## src/rtl/pcsp_pkg.sv

```systemverilog
package pcsp_pkg;
  localparam int BYTE_W = 8;
  localparam int ADDR_W = 2 * BYTE_W;
  localparam int PAGE_W = BYTE_W + 3;
  localparam int LEN_W  = 2;

  typedef logic [ADDR_W-1:0] addr_t;
  typedef logic [BYTE_W-1:0] byte_t;

  typedef enum logic [2:0] {
    BR_NONE = 3'd0,
    BR_REL  = 3'd1,
    BR_ABS  = 3'd2,
    BR_LONG = 3'd3,
    BR_IDX  = 3'd4
  } br_kind_e;
endpackage

```

## src/rtl/pcsp_target.sv

```systemverilog
module pcsp_target
  import pcsp_pkg::*;
(
  input  addr_t               seq_pc,
  input  logic [LEN_W-1:0]    ilen,
  input  logic [2:0]          kind,
  input  logic                taken,
  input  logic [2:0]          page_bits,
  input  byte_t               op1,
  input  byte_t               op2,
  input  byte_t               acc,
  input  addr_t               dptr,
  output addr_t               target
);
  localparam int EXT_W = ADDR_W - BYTE_W;

  byte_t rel_byte;
  addr_t rel_tgt;
  addr_t abs_tgt;
  addr_t long_tgt;
  addr_t idx_tgt;

  // the offset is always the last byte of the instruction
  assign rel_byte = (ilen == LEN_W'(3)) ? op2 : op1;
  assign rel_tgt  = seq_pc + {{EXT_W{rel_byte[BYTE_W-1]}}, rel_byte};
  assign abs_tgt  = {seq_pc[ADDR_W-1:PAGE_W], page_bits, op1};
  assign long_tgt = {op1, op2};
  assign idx_tgt  = dptr + {{EXT_W{1'b0}}, acc};

  always_comb begin
    target = seq_pc;
    if (taken) begin
      case (br_kind_e'(kind))
        BR_REL:  target = rel_tgt;
        BR_ABS:  target = abs_tgt;
        BR_LONG: target = long_tgt;
        BR_IDX:  target = idx_tgt;
        default: target = seq_pc;
      endcase
    end
  end
endmodule

```

## src/rtl/pcsp_table.sv

```systemverilog
module pcsp_table
  import pcsp_pkg::*;
(
  input  addr_t seq_pc,
  input  addr_t dptr,
  input  byte_t acc,
  input  logic  use_pc,
  output addr_t addr
);
  localparam int EXT_W = ADDR_W - BYTE_W;

  addr_t base;
  assign base = use_pc ? seq_pc : dptr;
  assign addr = base + {{EXT_W{1'b0}}, acc};
endmodule

```

## src/rtl/pcsp_stack.sv

```systemverilog
module pcsp_stack
  import pcsp_pkg::*;
#(
  parameter byte_t SP_INIT = 8'h07
) (
  input  logic  clk,
  input  logic  rst,
  input  logic  en,
  input  logic  push,
  input  logic  pop,
  output byte_t sp_q,
  output byte_t addr_q
);
  byte_t sp_inc;
  byte_t sp_dec;

  assign sp_inc = sp_q + byte_t'(1);
  assign sp_dec = sp_q - byte_t'(1);

  always_ff @(posedge clk) begin
    if (rst) begin
      sp_q   <= SP_INIT;
      addr_q <= '0;
    end else if (en) begin
      if (push) begin
        sp_q   <= sp_inc;
        addr_q <= sp_inc;
      end else if (pop) begin
        sp_q   <= sp_dec;
        addr_q <= sp_q;
      end
    end
  end
endmodule

```

## src/rtl/pcsp_unit.sv

```systemverilog
module pcsp_unit
  import pcsp_pkg::*;
#(
  parameter logic [7:0] SP_INIT = 8'h07
) (
  input  logic        clk,
  input  logic        rst,
  input  logic        step_valid,
  input  logic [15:0] cur_pc,
  input  logic [1:0]  instr_len,
  input  logic [2:0]  br_kind,
  input  logic        br_taken,
  input  logic [2:0]  page_bits,
  input  logic [7:0]  op1,
  input  logic [7:0]  op2,
  input  logic [7:0]  acc,
  input  logic [15:0] dptr,
  input  logic        tbl_use_pc,
  input  logic        push_req,
  input  logic        pop_req,
  input  logic        push_hi,
  output logic [15:0] next_pc,
  output logic [15:0] tbl_addr,
  output logic [7:0]  stk_addr,
  output logic [7:0]  stk_wdata,
  output logic [7:0]  sp,
  output logic        out_valid
);
  addr_t seq_pc;
  addr_t tgt_d;
  addr_t tbl_d;
  byte_t wdata_d;

  assign seq_pc  = cur_pc + addr_t'(instr_len);
  assign wdata_d = push_hi ? seq_pc[ADDR_W-1:BYTE_W] : seq_pc[BYTE_W-1:0];

  pcsp_target i_target (
    .seq_pc    (seq_pc),
    .ilen      (instr_len),
    .kind      (br_kind),
    .taken     (br_taken),
    .page_bits (page_bits),
    .op1       (op1),
    .op2       (op2),
    .acc       (acc),
    .dptr      (dptr),
    .target    (tgt_d)
  );

  pcsp_table i_table (
    .seq_pc (seq_pc),
    .dptr   (dptr),
    .acc    (acc),
    .use_pc (tbl_use_pc),
    .addr   (tbl_d)
  );

  pcsp_stack #(.SP_INIT(SP_INIT)) i_stack (
    .clk    (clk),
    .rst    (rst),
    .en     (step_valid),
    .push   (push_req),
    .pop    (pop_req),
    .sp_q   (sp),
    .addr_q (stk_addr)
  );

  always_ff @(posedge clk) begin
    if (rst) begin
      next_pc   <= '0;
      tbl_addr  <= '0;
      stk_wdata <= '0;
      out_valid <= 1'b0;
    end else begin
      out_valid <= step_valid;
      if (step_valid) begin
        next_pc  <= tgt_d;
        tbl_addr <= tbl_d;
        if (push_req) stk_wdata <= wdata_d;
      end
    end
  end
endmodule

```

## config.mk

```make
export PLATFORM = sky130hd
export DESIGN_NAME = pcsp_unit
export DESIGN_NICKNAME = d
export VERILOG_FILES = /design/src/rtl/pcsp_pkg.sv /design/src/rtl/pcsp_target.sv /design/src/rtl/pcsp_table.sv /design/src/rtl/pcsp_stack.sv /design/src/rtl/pcsp_unit.sv
export SDC_FILE = /design/constraint.sdc
export NUM_CORES = 1
export LEC_CHECK = 0
export BUFFER_PORTS_ARGS = -buffer_cell sky130_fd_sc_hd__clkbuf_2
export CAP_MARGIN = 15
export CORE_MARGIN = 8
export CORE_UTILIZATION = 24
export DETAILED_ROUTE_END_ITERATION = 12
export PLACE_DENSITY = 0.51
export SLEW_MARGIN = 20
export SYNTH_ARGS = -nofsm -noshare
export SYNTH_HDL_FRONTEND = slang
export SYNTH_SLANG_ARGS = --single-unit
```

## constraint.sdc

```tcl
create_clock -name clk -period 3.16 [get_ports clk]
set_clock_uncertainty 0.05 [all_clocks]
set_input_delay 0 -clock clk [delete_from_list [all_inputs] [get_ports clk]]
set_output_delay 0 -clock clk [all_outputs]
set_load 0.01 [all_outputs]
```

==> reports/results.txt, run 1 <==
Status = finished, final reports clean
Vias in the first global route = 5700
Clock latency at the later pin of the worst-skew pair = 0.33 ns
Cell area after technology mapping = 5420 um^2
Worst vdd ir = 262 uV
Area of all sequential standard cells = 1140 um^2
Clock transition time at the flip-flop clock pins of the worst setup and hold paths = 0.05 ns
Count of endpoints failing setup in the final report = 0
Root buffer selected by CTS = clkbuf_16
Longest Clk Path Bufs = 2
Place WS = -0.273 ns
Final clock period utilization by the worst path = 91.3%
Share of the core filled with cells = 31.7%
Primary flip-flop cell chosen by synthesis mapping = dfxtp_1
Area of combinational cells with multiple inputs = 4040 um^2
Sum of negative setup slack = 0 ns
Y dimension of the die = 166 um
Sink Count = 57
Classification of the worst setup path = in -> reg
Number of DRC violations after detailed routing = 0
CORE AREA = 22400 um^2
Via-to-Cell Ratio = 4.97
Post-DR wirelength/cell = 17.7 um
Leakage power summed over all cells = 3.16 nW
Min Tclk post-route = 2.89 ns
Critical Path End Type = flip-flop
Initial antenna violation count = 0
Synthesized area per cell = 7.58 um^2
Worst path bufs/invs = 3
Initial standard-cell utilization of the core = 24.2%
Overall power after layout = 0.00283 W
Number of DRC markers after the initial detailed-route iteration = 462
Total placed cells including tap cells = 1163
Worst setup margin = 0.274 ns
Area of the die = 27700 um^2
Cells along the critical path = clkbuf_2 -> ha_1 -> inv_1 -> fa_2 -> buf_4 -> fa_1 -> nor2b_1 -> o21a_1 -> o21a_1 -> a21oi_1 -> o31ai_1 -> a211oi_1 -> xnor2_1 -> a221oi_1 -> nor3_1
Largest delay share family, worst path = compound AO/OA/AOI/OAI gates
Number of top-level pins = 129
Cell row count = 55
Warning count from the yosys run = 0
Main area contributors after synthesis = dfxtp_1, ha_1, nor2_1
Critical path data required time = 3.32 ns
Number of vias in the routed layout = 5847
Number of fillers in the final layout = 2464
Max Clock Freq = 0.346 GHz
Reg-to-reg setup timing slack = 1.24 ns
Number of non-filler instances in the completed layout = 1176
Cell Pwr Density = 398 nW/um^2
Number of nets with antenna violations after detailed routing = 0
Post-synth top area cell = dfxtp_1
Number of buffers created by CTS = 9
GR Util All Layers = 14.9%
Crit-path slowest cell = fa_2
Unrepaired setup endpoints after global routing = false
Slew at the pin with the worst max-slew slack = 0.850 ns
Number of max-capacitance violations reported = 0
Arrival time at the worst endpoint = 3.04 ns
Port Buffers = 128
First-pass iteration count of the detailed router = 5
CTS tree = yes
Buffers inserted by post-CTS timing repair = 0
Nets in the synthesized netlist = 828
Number of unique standard cell types used by synthesis = 71
Grt ovf = 0
Proportion of layout cells with a drive suffix above 1 = 27.3%
Count of mapped cells out of synthesis = 715
Yosys top cell area share = 21.0%
Final-stage net count = 1002
Crit start category = input pin
Final Wtd Congestion = 0.890
Crit-path most repeated cell = o21a_1
Number of inserted diodes = 0
Max FO, Critical Path = 3
Sum of net half-perimeters after detailed placement = 16.9 mm
Final Hold Viols = 0
Die width = 166 um
Pin count of the biggest net entering global routing = 38
Relative slew slack = 43.3%
Number of storage elements in the synthesis netlist = 57
Peak per-stage delay on the critical path = 0.46 ns
Number of enable-type register cells in the synthesized netlist = 0
Share of flip-flops with an asynchronous set or reset after synthesis = 0%
Final WL = 20.8 mm
Pins Over Slew Limit = 0
First-pass GRT wire length = 32.4 mm
Type of the worst min-delay path = in -> reg
H-tree lvl count = 3
Sequential cell area fraction in the yosys report = 21.0%
Area added between synthesis and finish = 31.1%
[stage by stage]
step / hold WS, ns / cell area [um^2]
2_1_floorplan: 0.164 / 5420
3_3_place_gp: 0.349 / 6810
3_5_place_dp: 0.345 / 6810
4_1_cts: 0.0258 / 7080
5_1_grt: 0.0388 / 7110
6_report: 0.0329 / 7110
[placed cells by master, fill, tap and decap left out, types with 22 or more instances in the layout]
cell type,count
inv_1,35
dfxtp_1,57
buf_4,70
nor2_1,99
o21ai_0,26
xor2_1,22
nand2_1,40
xnor2_1,36
ha_1,37
a21oi_1,69
a211oi_1,22
clkbuf_2,128
[sequential cells by signal (all words and copies together) (netlist names)]
register	count
stk_wdata	8
i_stack.addr_q	8
out_valid	1
next_pc	16
i_stack.sp_q	8
tbl_addr	16
[path summary, 6_finish.rpt]
kind	startpoint	end	depth (start not counted)
worst min register to register	i_stack.addr_q[0]	i_stack.addr_q[0]	2
worst max-delay path	cur_pc[0]	next_pc[14]	15
worst max register to register	i_stack.sp_q[2]	i_stack.sp_q[7]	5
worst min-delay path	acc[0]	tbl_addr[0]	4
[cells by family after synthesis]
| kind of cell | Yosys count | synth area share, % |
|---|---|---|
| flip-flops | 57 | 21.0 |
| XOR/XNOR | 62 | 10.4 |
| AO/OA/AOI/OAI | 209 | 26.0 |
| adder cells (fa/ha/maj) | 41 | 10.0 |
| buffers and inverters | 71 | 4.94 |
| AND/OR/NAND/NOR | 248 | 22.3 |
| multiplexers | 27 | 5.24 |
[cells in the mapped netlist (6+ instances only)]
master    count
xor2_1       22
o221ai_1     11
o32ai_1       6
a21oi_1      69
mux2i_1      16
nand2_1      40
a211oi_1     22
nor3_1       15
o21a_1       10
ha_1         37
and3_1        7
clkbuf_1     29
nand2b_1     16
nor2_1       99
xnor2_1      38
mux2_2       11
nand4_1       6
a21o_1       11
nor2b_1      14
o21ai_0      28
inv_1        35
dfxtp_1      57
o211ai_1      7
nand3_1      20
[worst register-to-register path, cell delays in order (launching register included)]
cell and delay (ns):
dfxtp_1 0.44, or4_1 0.56, or3_1 0.37, a21oi_1 0.19, xnor2_1 0.14, nor2_1 0.05
[layer usage]
layer / share of wire, % / wire [um] / GRT usage, %
met1: 46 / 9510 / 18.6
met2: 47 / 9800 / 25.2
met3: 5.3 / 1110 / 3.09
met4: 2.0 / 425 / 4.62
met5: 0 / 0 / 0
[where the power goes]
part	switching (W)	total [W]	internal, W	leakage, nW
Clock	0.000340	0.000937	0.000597	0.129
Combinational	0.000584	0.00107	0.000482	2.56
Sequential	0.0000442	0.000823	0.000779	0.470
[cell type report]
type | instances | area share [%]
multi-input combinational | 587 | 56.9
timing repair buffer | 198 | 16.4
sequential | 57 | 16.1
tap | 285 | 5.02
inverter | 36 | 1.90
clock inverter | 1 | 0.422
clock buffer | 12 | 3.33
[timing repair]
item                                   CTS  global route
hold buffers                             0             0
setup endpoints to repair                0            15
endpoints found under the hold margin    0             0
resized for setup                        0             6
No activity file was read; power rests on OpenSTA's default activity.
==> inputs of run 2 (changes only) <==
--- a/config.mk
+++ b/config.mk
@@ -8,5 +8,5 @@
 export BUFFER_PORTS_ARGS = -buffer_cell sky130_fd_sc_hd__clkbuf_2
 export CAP_MARGIN = 15
-export CORE_MARGIN = 8
+export CORE_MARGIN = 5
 export CORE_UTILIZATION = 24
 export DETAILED_ROUTE_END_ITERATION = 12
==> constraint.sdc (replaced) <==
create_clock -name clk -period 3.16 [get_ports clk]
set_clock_uncertainty 0.05 [all_clocks]
set_input_delay 0.474 -clock clk [delete_from_list [all_inputs] [get_ports clk]]
set_output_delay 0.474 -clock clk [all_outputs]
set_load 0.01 [all_outputs]
==> reports/results.txt, run 2 (synthesis gave the netlist of run 1 again) <==
Cell row count = 55
Cell-internal power = 0.00205 W
Number of nets with antenna violations after detailed routing = 0
Final Hold Viols = 0
Worst setup margin = 0.0372 ns
Final Wtd Congestion = 0.876
Layout Cell Area excl Fill = 7890 um^2
Longest Clk Path Bufs = 2
Startpoint of the worst hold path = i_stack.addr_q[0]
Area of the die = 25700 um^2
Number of buffers created by CTS = 9
Area of all sequential standard cells = 1140 um^2
Combinational share of power = 39.4%
Vias in the first global route = 5846
Final Hold Slack = 0.414 ns
Global routing's busiest layer = met2
Max FO, Critical Path = 4
Cell Pwr Density = 398 nW/um^2
Registers with the most flip-flops = next_pc: 16 flops, tbl_addr: 16 flops
H-tree lvl count = 3
Sum of net half-perimeters after detailed placement = 16.7 mm
Commonest non-fill, non-tap cell in the layout = clkbuf_2
Min Tclk post-route = 3.12 ns
First-pass GRT wire length = 31.6 mm
Y dimension of the die = 160 um
GRT met3 Usage = 2.87%
Classification of the worst setup path = in -> reg
Total placed cells including tap cells = 1182
Critical path data required time = 3.30 ns
Switching share of power = 34.7%
Via-to-Cell Ratio = 4.93
Port Buffers = 128
Launching element of the worst setup path = instr_len[0]
Clock power share = 34.5%
Leakage power summed over all cells = 3.43 nW
Area added between synthesis and finish = 45.4%
Number of fillers in the final layout = 2385
Relative slew slack = 44.2%
CTS Hold Buffers Added = 0
Initial standard-cell utilization of the core = 24.2%
Status = finished, final reports clean
Number of max-capacitance violations reported = 0
Top library cells by usage in the layout, fill and taps aside = clkbuf_2, nor2_1, buf_4, a21oi_1, dfxtp_1
Max Clock Freq = 0.320 GHz
Post-DR wirelength/cell = 17.2 um
Final clock period utilization by the worst path = 98.8%
CORE AREA = 22400 um^2
Clock transition time at the flip-flop clock pins of the worst setup and hold paths = 0.06 ns
Proportion of layout cells with a drive suffix above 1 = 36.3%
Place WS = -0.451 ns
RR Startpoint = i_stack.sp_q[2]
Area of combinational cells with multiple inputs = 4510 um^2
Final-stage net count = 1030
Number of non-filler instances in the completed layout = 1208
Pin count of the biggest net entering global routing = 57
Power dissipated by switching net loads = 0.00109 W
Number of DRC markers after the initial detailed-route iteration = 345
Pins Over Slew Limit = 0
Number of vias in the routed layout = 5956
Clock latency at the later pin of the worst-skew pair = 0.33 ns
Sequential power share = 26.1%
Global routing met2 resource utilization = 26.2%
Die width = 160 um
Initial antenna violation count = 1
GR Util All Layers = 15.5%
Worst vdd ir = 211 uV
Type of the worst min-delay path = reg -> reg
Root buffer selected by CTS = clkbuf_16
Crit start category = input pin
Critical Path End Type = flip-flop
Number of DRC violations after detailed routing = 0
CTS tree = yes
Instance area at placement = 7110 um^2
Grt ovf = 0
Sink Count = 57
Number of top-level pins = 129
Met1 Track Usage GR = 20.1%
Overall power after layout = 0.00314 W
Slew at the pin with the worst max-slew slack = 0.831 ns
Arrival time at the worst endpoint = 3.27 ns
Final WL = 20.7 mm
Unrepaired setup endpoints after global routing = true
First-pass iteration count of the detailed router = 5
Count of endpoints failing setup in the final report = 0
## run 2: cell count changes in the layout (fill, tap and decap cells not counted), sizes merged
cell / before / now
buf: 70 / 100
clkbuf: 140 / 135
clkinv: 0 / 3
bufinv: 1 / 2
clkinvlp: 0 / 1
diode: 0 / 1
inv: 36 / 37
## run 2: metrics by stage
stage / utilization (%) / TNS [ns]
finish: 35.2 / 0
global route: 35.2 / -0.342
CTS: 33.7 / 0
detailed placement: 31.7 / -6.95
global placement: 31.7 / -6.19
floorplan: - / -0.208
## run 2: worst paths after layout
| check | to | slack [ns] | cells past startpoint |
|---|---|---|---|
| setup / recovery | next_pc[11] | 0.04 | 16 |
| hold / removal | i_stack.addr_q[0] | 0.41 | 2 |
| setup reg to reg | i_stack.sp_q[7] | 1.24 | 5 |
| hold reg to reg | i_stack.addr_q[0] | 0.41 | 2 |
## run 2: cell type report
class,instances,area share [%]
Multi-Input combinational cell,587,57.2
Clock inverter,7,1.30
Tap cell,285,4.52
Clock buffer,9,2.86
Sequential cell,57,14.5
Inverter,36,1.75
Timing Repair Buffer,226,17.9
Antenna cell,1,0.0317
## run 2: worst max-delay path, stage by stage
cell and delay [ns]:
buf_8 0.08, ha_4 0.13, inv_2 0.03, fa_2 0.39, and4b_2 0.32, buf_6 0.12
nand3_4 0.07, and2_4 0.18, inv_4 0.05, ha_4 0.19, a21o_4 0.23, a311oi_4 0.35
o41ai_4 0.15, or2_1 0.24, a31oi_1 0.16, o32ai_1 0.09
## run 2: what timing repair did
item / 4_1_cts / 5_1_grt
pin swaps: 13 / 38
endpoints found under the setup margin: 12 / 19
setup buffers: 3 / 6
gates resized for setup: 15 / 47
## run 2: power by group through the flow
stage / logic, W / registers (W) / clock network [W]
floorplan: 0.000652 / 0.000851 / 0
global placement: 0.00112 / 0.000835 / 0
detailed placement: 0.00112 / 0.000836 / 0
CTS: 0.00116 / 0.000820 / 0.00111
global route: 0.00135 / 0.000828 / 0.00114
finish: 0.00124 / 0.000820 / 0.00108
## run 2: per-layer routing
| layer | wire (um) | up-vias | share of wire (%) |
|---|---|---|---|
| met5 | 0 | - | 0 |
| met4 | 444 | 0 | 2.1 |
| met3 | 921 | 27 | 4.4 |
| met2 | 10100 | 172 | 49 |
| met1 | 9240 | 2761 | 45 |
| li1 | - | 2996 | - |
